**src/rtl/prio_enc_pkg.sv**
```systemverilog
package prio_enc_pkg;

    localparam int LANES  = 8;
    localparam int CODE_W = $clog2(LANES);

    typedef struct packed {
        logic [CODE_W-1:0] code_n;
        logic              grp_n;
        logic              pass_n;
    } enc_flags_t;

    // Highest set bit of an active-high vector; returns 0 when none is set.
    function automatic logic [CODE_W-1:0] top_lane(input logic [LANES-1:0] hits);
        logic [CODE_W-1:0] pos;
        pos = '0;
        for (int i = 0; i < LANES; i++) begin
            if (hits[i]) pos = CODE_W'(i);
        end
        return pos;
    endfunction

endpackage

```
**src/rtl/prio_enc_unit.sv**
```systemverilog
module prio_enc_unit
    import prio_enc_pkg::*;
(
    input  logic             en_n,
    input  logic [LANES-1:0] req_n,
    output enc_flags_t       flags
);

    logic [LANES-1:0] hits;
    logic             any_hit;
    logic             enabled;

    always_comb begin
        hits    = ~req_n;
        any_hit = |hits;
        enabled = ~en_n;

        flags.code_n = '1;
        flags.grp_n  = 1'b1;
        flags.pass_n = 1'b1;
        if (enabled) begin
            if (any_hit) begin
                flags.code_n = ~top_lane(hits);
                flags.grp_n  = 1'b0;
            end else begin
                flags.pass_n = 1'b0;
            end
        end
    end

    // An idle or disabled element keeps its code lines inactive (supports R4, R5)
    always_comb begin
        if (flags.grp_n) begin
            assert_idle_code_R4: assert (flags.code_n == '1)
                else $error("element drives a code while not holding a request");
        end
    end

    // Group flag and pass-along flag are never asserted together
    always_comb begin
        assert_flag_excl_R6: assert (flags.grp_n || flags.pass_n)
            else $error("group and pass flags both asserted");
    end

endmodule

```
**src/rtl/prio_code_merge.sv**
```systemverilog
module prio_code_merge
    import prio_enc_pkg::*;
#(
    parameter int GROUPS = 8
) (
    input  logic [GROUPS-1:0][CODE_W-1:0] codes_n,
    output logic [CODE_W-1:0]             merged_n
);

    always_comb begin
        merged_n = '1;
        for (int g = 0; g < GROUPS; g++) begin
            merged_n = merged_n & codes_n[g];
        end
    end

endmodule

```
**src/rtl/prio_enc_cascade.sv**
```systemverilog
module prio_enc_cascade
    import prio_enc_pkg::*;
#(
    parameter int GROUPS = 8,
    localparam int REQS  = GROUPS * LANES,
    localparam int IDX_W = $clog2(REQS)
) (
    input  logic             en_n,
    input  logic [REQS-1:0]  req_n,
    output logic [IDX_W-1:0] idx,
    output logic             valid,
    output logic             pass_n
);

    enc_flags_t                    grp_flags [GROUPS];
    logic [GROUPS:0]               chain_n;
    logic [GROUPS-1:0]             grp_hit_n;
    logic [GROUPS-1:0][CODE_W-1:0] grp_codes_n;
    logic [CODE_W-1:0]             low_code_n;
    logic [LANES-1:0]              sel_req_n;
    enc_flags_t                    sel_flags;

    // Chain runs from the highest group down: chain_n[GROUPS] is the external enable.
    assign chain_n[GROUPS] = en_n;

    for (genvar g = 0; g < GROUPS; g++) begin : g_group
        prio_enc_unit u_unit (
            .en_n  (chain_n[g+1]),
            .req_n (req_n[g*LANES +: LANES]),
            .flags (grp_flags[g])
        );
        assign chain_n[g]     = grp_flags[g].pass_n;
        assign grp_hit_n[g]   = grp_flags[g].grp_n;
        assign grp_codes_n[g] = grp_flags[g].code_n;
    end

    prio_code_merge #(.GROUPS(GROUPS)) u_merge (
        .codes_n  (grp_codes_n),
        .merged_n (low_code_n)
    );

    // Group selector: unused lanes (when GROUPS < LANES) are held inactive.
    for (genvar s = 0; s < LANES; s++) begin : g_sel
        if (s < GROUPS) begin : g_used
            assign sel_req_n[s] = grp_hit_n[s];
        end else begin : g_spare
            assign sel_req_n[s] = 1'b1;
        end
    end

    prio_enc_unit u_group_sel (
        .en_n  (1'b0),
        .req_n (sel_req_n),
        .flags (sel_flags)
    );

    assign valid  = ~sel_flags.grp_n;
    assign idx    = IDX_W'({~sel_flags.code_n, ~low_code_n});
    assign pass_n = chain_n[0];

    // Only one group may claim the winner
    always_comb begin
        assert_one_group_R7: assert ($onehot0(~grp_hit_n))
            else $error("more than one group active");
    end

    // With the cascade disabled no group may report a request
    always_comb begin
        if (en_n) begin
            assert_disabled_quiet_R5: assert (grp_hit_n == '1 && chain_n[0])
                else $error("disabled cascade shows activity");
        end
    end

    // Group selector agrees with the chained flags: some group active iff valid
    always_comb begin
        assert_sel_agree_R3: assert (valid == !(&grp_hit_n))
            else $error("group selector disagrees with group flags");
    end

endmodule

```
**config.mk**
```make
export PLATFORM = sky130hd
export DESIGN_NAME = prio_enc_cascade
export DESIGN_NICKNAME = d
export VERILOG_FILES = /design/src/rtl/prio_enc_pkg.sv /design/src/rtl/prio_enc_unit.sv /design/src/rtl/prio_code_merge.sv /design/src/rtl/prio_enc_cascade.sv
export SDC_FILE = /design/constraint.sdc
export NUM_CORES = 1
export LEC_CHECK = 0
export CAP_MARGIN = 25
export CORE_ASPECT_RATIO = 0.7
export CORE_MARGIN = 3
export CORE_UTILIZATION = 28
export DETAILED_ROUTE_END_ITERATION = 8
export GPL_TIMING_DRIVEN = 0
export MAX_ROUTING_LAYER = met4
export PLACE_DENSITY_LB_ADDON = 0.12
export SLEW_MARGIN = 15
export SYNTH_ARGS = -nofsm -noshare
export SYNTH_HDL_FRONTEND = slang
export SYNTH_SLANG_ARGS = --single-unit
```
**constraint.sdc**
```tcl
create_clock -name vclk -period 2
set_clock_uncertainty 0.2 [all_clocks]
set_input_delay 0.4 -clock vclk [all_inputs]
set_output_delay 0.4 -clock vclk [all_outputs]
set_load 0.05 [all_outputs]
```
# Yosys cells after proc, flatten, opt, wreduce, memory -nomap -nowiden
# Cells that the tools add are included.
[totals] out_inout_bits=8 register_bits=0 wordCells=142 inputBits=65
[op_classes] bitwise=28 mux=105 n_reduce_logical=9
[ops] op="$mux W3" count=53
[ops] op="$not A8 Y8" count=9
[ops] op="$reduce_or A8 Y1" count=9
[ops] op="$mux W5" count=8
[ops] op="$mux W2" count=18
[ops] op="$mux W4" count=9
[ops] op="$not A3 Y3" count=11
[ops] op="$and A3 B3 Y3" count=7
[ops] op="$mux W1" count=17
[ops] op="$not A1 Y1" count=1

# Logic depth before layout (Yosys ltp)
[depth] ltp_word=53 mapped_depth=6 ltp_nobuf=6

# Cells and area by module
# Synthesis repeated with hierarchy kept, for this count alone.
[unflattened] hier_cells=143 hier_area_um2=855.8
[modules_own_cells] module="prio_enc_unit" instances=9 cells_each=14 area_each_um2=86.3
[modules_own_cells] module="prio_code_merge" instances=1 cells_each=9 area_each_um2=48.8
[modules_own_cells] module="prio_enc_cascade" instances=1 cells_each=8 area_each_um2=30.0

# Least setup slack after synthesis
# OpenSTA, ideal clock, no wires.
[synth_timing] kind="input-to-output" from="input req_n[59]" to="output idx[2]" n_path_buf=0 setup_slack_ns=-0.693 required_ns=1.400 arrival_ns=2.093 path_stages=5 path_cell_list="nand4_1 > nor4_2 > a21boi_0 > a211oi_1 > o22ai_1"
[synth_via] elab_chain_cells=19 elab_cells_between_ends=20 cone_classes="mux: 10; bitwise: 9; reduce/logical: 1"
[synth_lines] element="from (decl)" line="prio_enc_cascade.sv:9" source="input logic [REQS-1:0] req_n,"
[synth_lines] element="$not A8 Y8 (*)" line="prio_enc_unit.sv:14" source="hits = ~req_n;"
[synth_lines] element="$reduce_or A8 Y1 (*)" line="prio_enc_unit.sv:15" source="any_hit = |hits;"
[synth_lines] element="$mux W1" line="prio_enc_unit.sv:22" source="if (any_hit) begin"
[synth_lines] element="$mux W5 (*)" line="prio_enc_unit.sv:21" source="if (enabled) begin"
[synth_lines] element="$mux W5 (7 in series)" line="prio_enc_unit.sv:21"
[synth_lines] element="$and A3 B3 Y3 (6 in series)" line="prio_code_merge.sv:13" source="merged_n = merged_n & codes_n[g];"
[synth_lines] element="$and A3 B3 Y3 (*)" line="prio_code_merge.sv:13"
[synth_lines] element="$not A3 Y3 (*)" line="prio_enc_cascade.sv:58" source="assign idx = IDX_W'({~sel_flags.code_n, ~low_code_n});"
[synth_lines] element="to (decl)" line="prio_enc_cascade.sv:10" source="output logic [IDX_W-1:0] idx,"
# Every way passes the cells marked *; elsewhere a longest branch is shown, timed or not.

# Worst setup path after layout
[layout_timing] from="input req_n[41]" to="output idx[3]"
[layout_via] elab_chain_cells=20 elab_cells_between_ends=23 cone_classes="mux: 17; bitwise: 4; reduce/logical: 2"
[layout_lines] element="$not A8 Y8 (*)" line="prio_enc_unit.sv:14"
[layout_lines] element="$reduce_or A8 Y1 (*)" line="prio_enc_unit.sv:15"
[layout_lines] element="$mux W1" line="prio_enc_unit.sv:22"
[layout_lines] element="$mux W5 (*)" line="prio_enc_unit.sv:21"
[layout_lines] element="$mux W5 (4 in series)" line="prio_enc_unit.sv:21"
[layout_lines] element="$not A8 Y8 (*)" line="prio_enc_unit.sv:14"
[layout_lines] element="$mux W1" line="prio_enc_pkg.sv:17" source="if (hits[i]) pos = CODE_W'(i);"
[layout_lines] element="$mux W2 (2 in series)" line="prio_enc_pkg.sv:17"
[layout_lines] element="$mux W3 (4 in series)" line="prio_enc_pkg.sv:17"
[layout_lines] element="$mux W3" line="prio_enc_unit.sv:22"
[layout_lines] element="$not A3 Y3" line="prio_enc_unit.sv:23" source="flags.code_n = ~top_lane(hits);"
[layout_lines] element="$mux W4 (*)" line="prio_enc_unit.sv:22"
[layout_lines] element="$not A3 Y3 (*)" line="prio_enc_cascade.sv:58"
# Every way passes the cells marked *; elsewhere a longest branch is shown, timed or not. The select of a mux whose other input is x is not followed.

==> impl_metrics.yaml <==
power_and_ir_drop:
  power.leakage_nw: 0.825
  p_int_w: 0.000157
  report.power.total_w: 0.000306
  net-switching-power_w: 0.000148
  clockPowerShare_pct: 0
  comb_power_share_pct: 100.0
  power.share.sequential_pct: 0
  netSwitchingFraction_pct: 48.6
  irDropWorstVdd_mv: 0.0934
  p_per_area_nw_per_um2: 167
final_layout:
  layout.cells.most_common_list: "buf_2 (26), buf_6 (26), buf_4 (24), inv_1 (16)"
  n_sequential_cell: 0
  fin_cells: 258
  areaGrowthSynthToFinish_pct: 146
  fillerInstances: 161
  drive_gt1_share_pct: 52.2
  clock_buffers: 0
  num_antenna_cells: 0
  regArea_um2: 0
  layout.nets: 293
  utilization_pct: 78.3
floorplan:
  pin_count: 73
  core_region_area_um2: 2330
  chipWidth_um: 67.5
  floorplan.die.height_um: 49.1
  start_util_pct: 31.8
  placementRows: 14
  die_area_um2: 3310
setup_path:
  startpoint: "req_n[41]"
  worstPathMaxFanout: 4
  timing_worst_setup_path_type: "in2out"
  worst-endpoint-required_ns: 1.40
  critPathCaptureType: "output port"
  crit_path_start_kind: "input port"
  max_stage_delay_ns: 0.41
  worst_path_cell_chain: "buf_6 > nand4_1 > nor4b_4 > and2b_2 > nand4_1 > o22ai_4 > buf_6"
  critPathArrivalTime_ns: 1.97
  crit_slowest_cell: "nor4b_4"
timing:
  setup_viol_count_final: 8
  relSlewSlack_pct: 69.6
  unrepaired_setup_endpoints_after_global_routing: "true"
  final.period_utilization_pct: 129
  fmax_mhz: 389
  report.final.slew_viol_count: 0
  count_of_final_hold_check_violations: 0
  worst_slack_ns: -0.571
  worst_pin_slew_ns: 0.456
  crit_path_time_final_ns: 2.57
logic_synthesis:
  syn_nets: 193
  syn-instance-count: 128
  synth_warnings: 0
  synthesis.area_per_instance_um2: 5.80
  mappedNetlistArea_um2: 742
  synth_top_cell_by_area: "nand4_1"
  portion_of_synthesized_cell_area_occupied_by_the_leading_cell_type_pct: 11.8
  yosys-top-cells-area: "nand4_1 (12%), o21ai_0 (8.8%), inv_1 (8.6%)"
  number_of_different_library_cells_in_the_post_synthesis_netlist: 33
  part_of_the_yosys_area_used_for_sequential_elements_pct: 0
placement:
  preCtsSetupSlack_ns: -1.83
  numPortBuffers: 73
  detailedPlacementHpwl_um: 2920
  place.gp.congestion: 0.746
  dp.cells: 233
job:
  timing.max_cap.violations: 0
grt:
  grt_first_pass_wirelength_um: 6240
  grt-ovfl-total: 0
  maximum_number_of_pins_on_one_net_before_global_route_repair: 8
  first_global_vias: 1380
  gr-usage-all-layers_pct: 23.7
  grt_antenna_before_repair: 0
route:
  post_drt_via_cell_ratio: 5.76
  drc_errors: 0
  drtPass1Iterations: 4
  drt-initial-drc-count: 99
  vias: 1487
  totalWireLength_um: 4190
  post_detailed_route_wirelength_per_cell_um: 16.3
  drt.antenna.violating_nets: 0
status:
  run_status: "finished with violations"
  failed_checks: "setup timing"
min_path:
  hold_path.class: "in2out"
  min-delay-start: "req_n[54]"
-- metal layers --
metal	GRT usage, %	vias to the layer above	part of all wire, %
li1	-	699	-
met4	4.71	0	1.6
met3	2.07	10	8.8
met5	-	-	0
met1	29.1	702	39
met2	41.7	76	50
-- power by group through the flow --
stage | logic [W] | registers, W | clock network [W]
2_1_floorplan | 0.0000979 | 0 | 0
3_3_place_gp | 0.000277 | 0 | 0
3_5_place_dp | 0.000285 | 0 | 0
4_1_cts | 0.000283 | 0 | 0
5_1_grt | 0.000325 | 0 | 0
6_report | 0.000306 | 0 | 0
-- critical path, delay by kind of cell --
family          cells  cell delay, ns
simple gates        4            1.06
compound gates      1            0.26
buf+inv             2            0.25
-- cells by family after synthesis --
| kind of cell | Yosys count | synth area share, % |
|---|---|---|
| and+or+nand+nor | 63 | 48.9 |
| AOI/OAI and AO/OA | 48 | 42.5 |
| buffers and inverters | 17 | 8.60 |
-- stage by stage --
step | hold slack [ns] | area (um^2) | setup TNS, ns
after floorplan | 0.688 | 840 | -1.72
after global placement | 1.98 | 1610 | -11.48
after detailed placement | 1.99 | 1610 | -11.88
after CTS | 1.07 | 1700 | -2.75
after global routing | 1.11 | 1820 | -3.96
final | 1.10 | 1820 | -3.48
-- synth_stat cells --
library cell	n
nor2b_1	2
nor4_2	1
a311oi_2	1
a21oi_1	9
or3_4	1
nor4_1	1
o31ai_1	2
a311oi_1	2
and3_2	1
o2111ai_1	2
a211o_1	1
nand4_2	1
a211oi_1	1
o311ai_0	1
o221ai_1	2
nand2b_1	5
a41oi_1	1
and2b_1	1
nor4b_2	1
a21boi_0	2
o21a_1	1
o22ai_1	2
nand4_1	14
nand3_1	8
inv_1	17
a31oi_1	7
nor2_1	4
nand2_1	17
and4_1	2
o211a_1	1
or2_2	2
nor3_1	2
o21ai_0	13
-- layout make-up --
| type | instances | area [um^2] | area share [%] |
|---|---|---|---|
| repair buffers | 98 | 828 | 45.4 |
| inverters | 17 | 63.8 | 3.50 |
| well taps | 32 | 40.0 | 2.19 |
| multi-input cells | 111 | 892 | 48.9 |
-- final timing paths --
check,to,depth (start not counted)
min,idx[1],4
max,idx[3],7
-- timing repair --
| action | 4_1_cts | 5_1_grt |
|---|---|---|
| resized for setup | 297 | 23 |
| setup endpoints to repair | 8 | 8 |
| buffers inserted | 20 | 6 |
| hold buffers | 0 | 0 |
| pin swaps | 34 | 15 |
Note: power is estimated with default switching activity, not from simulation.
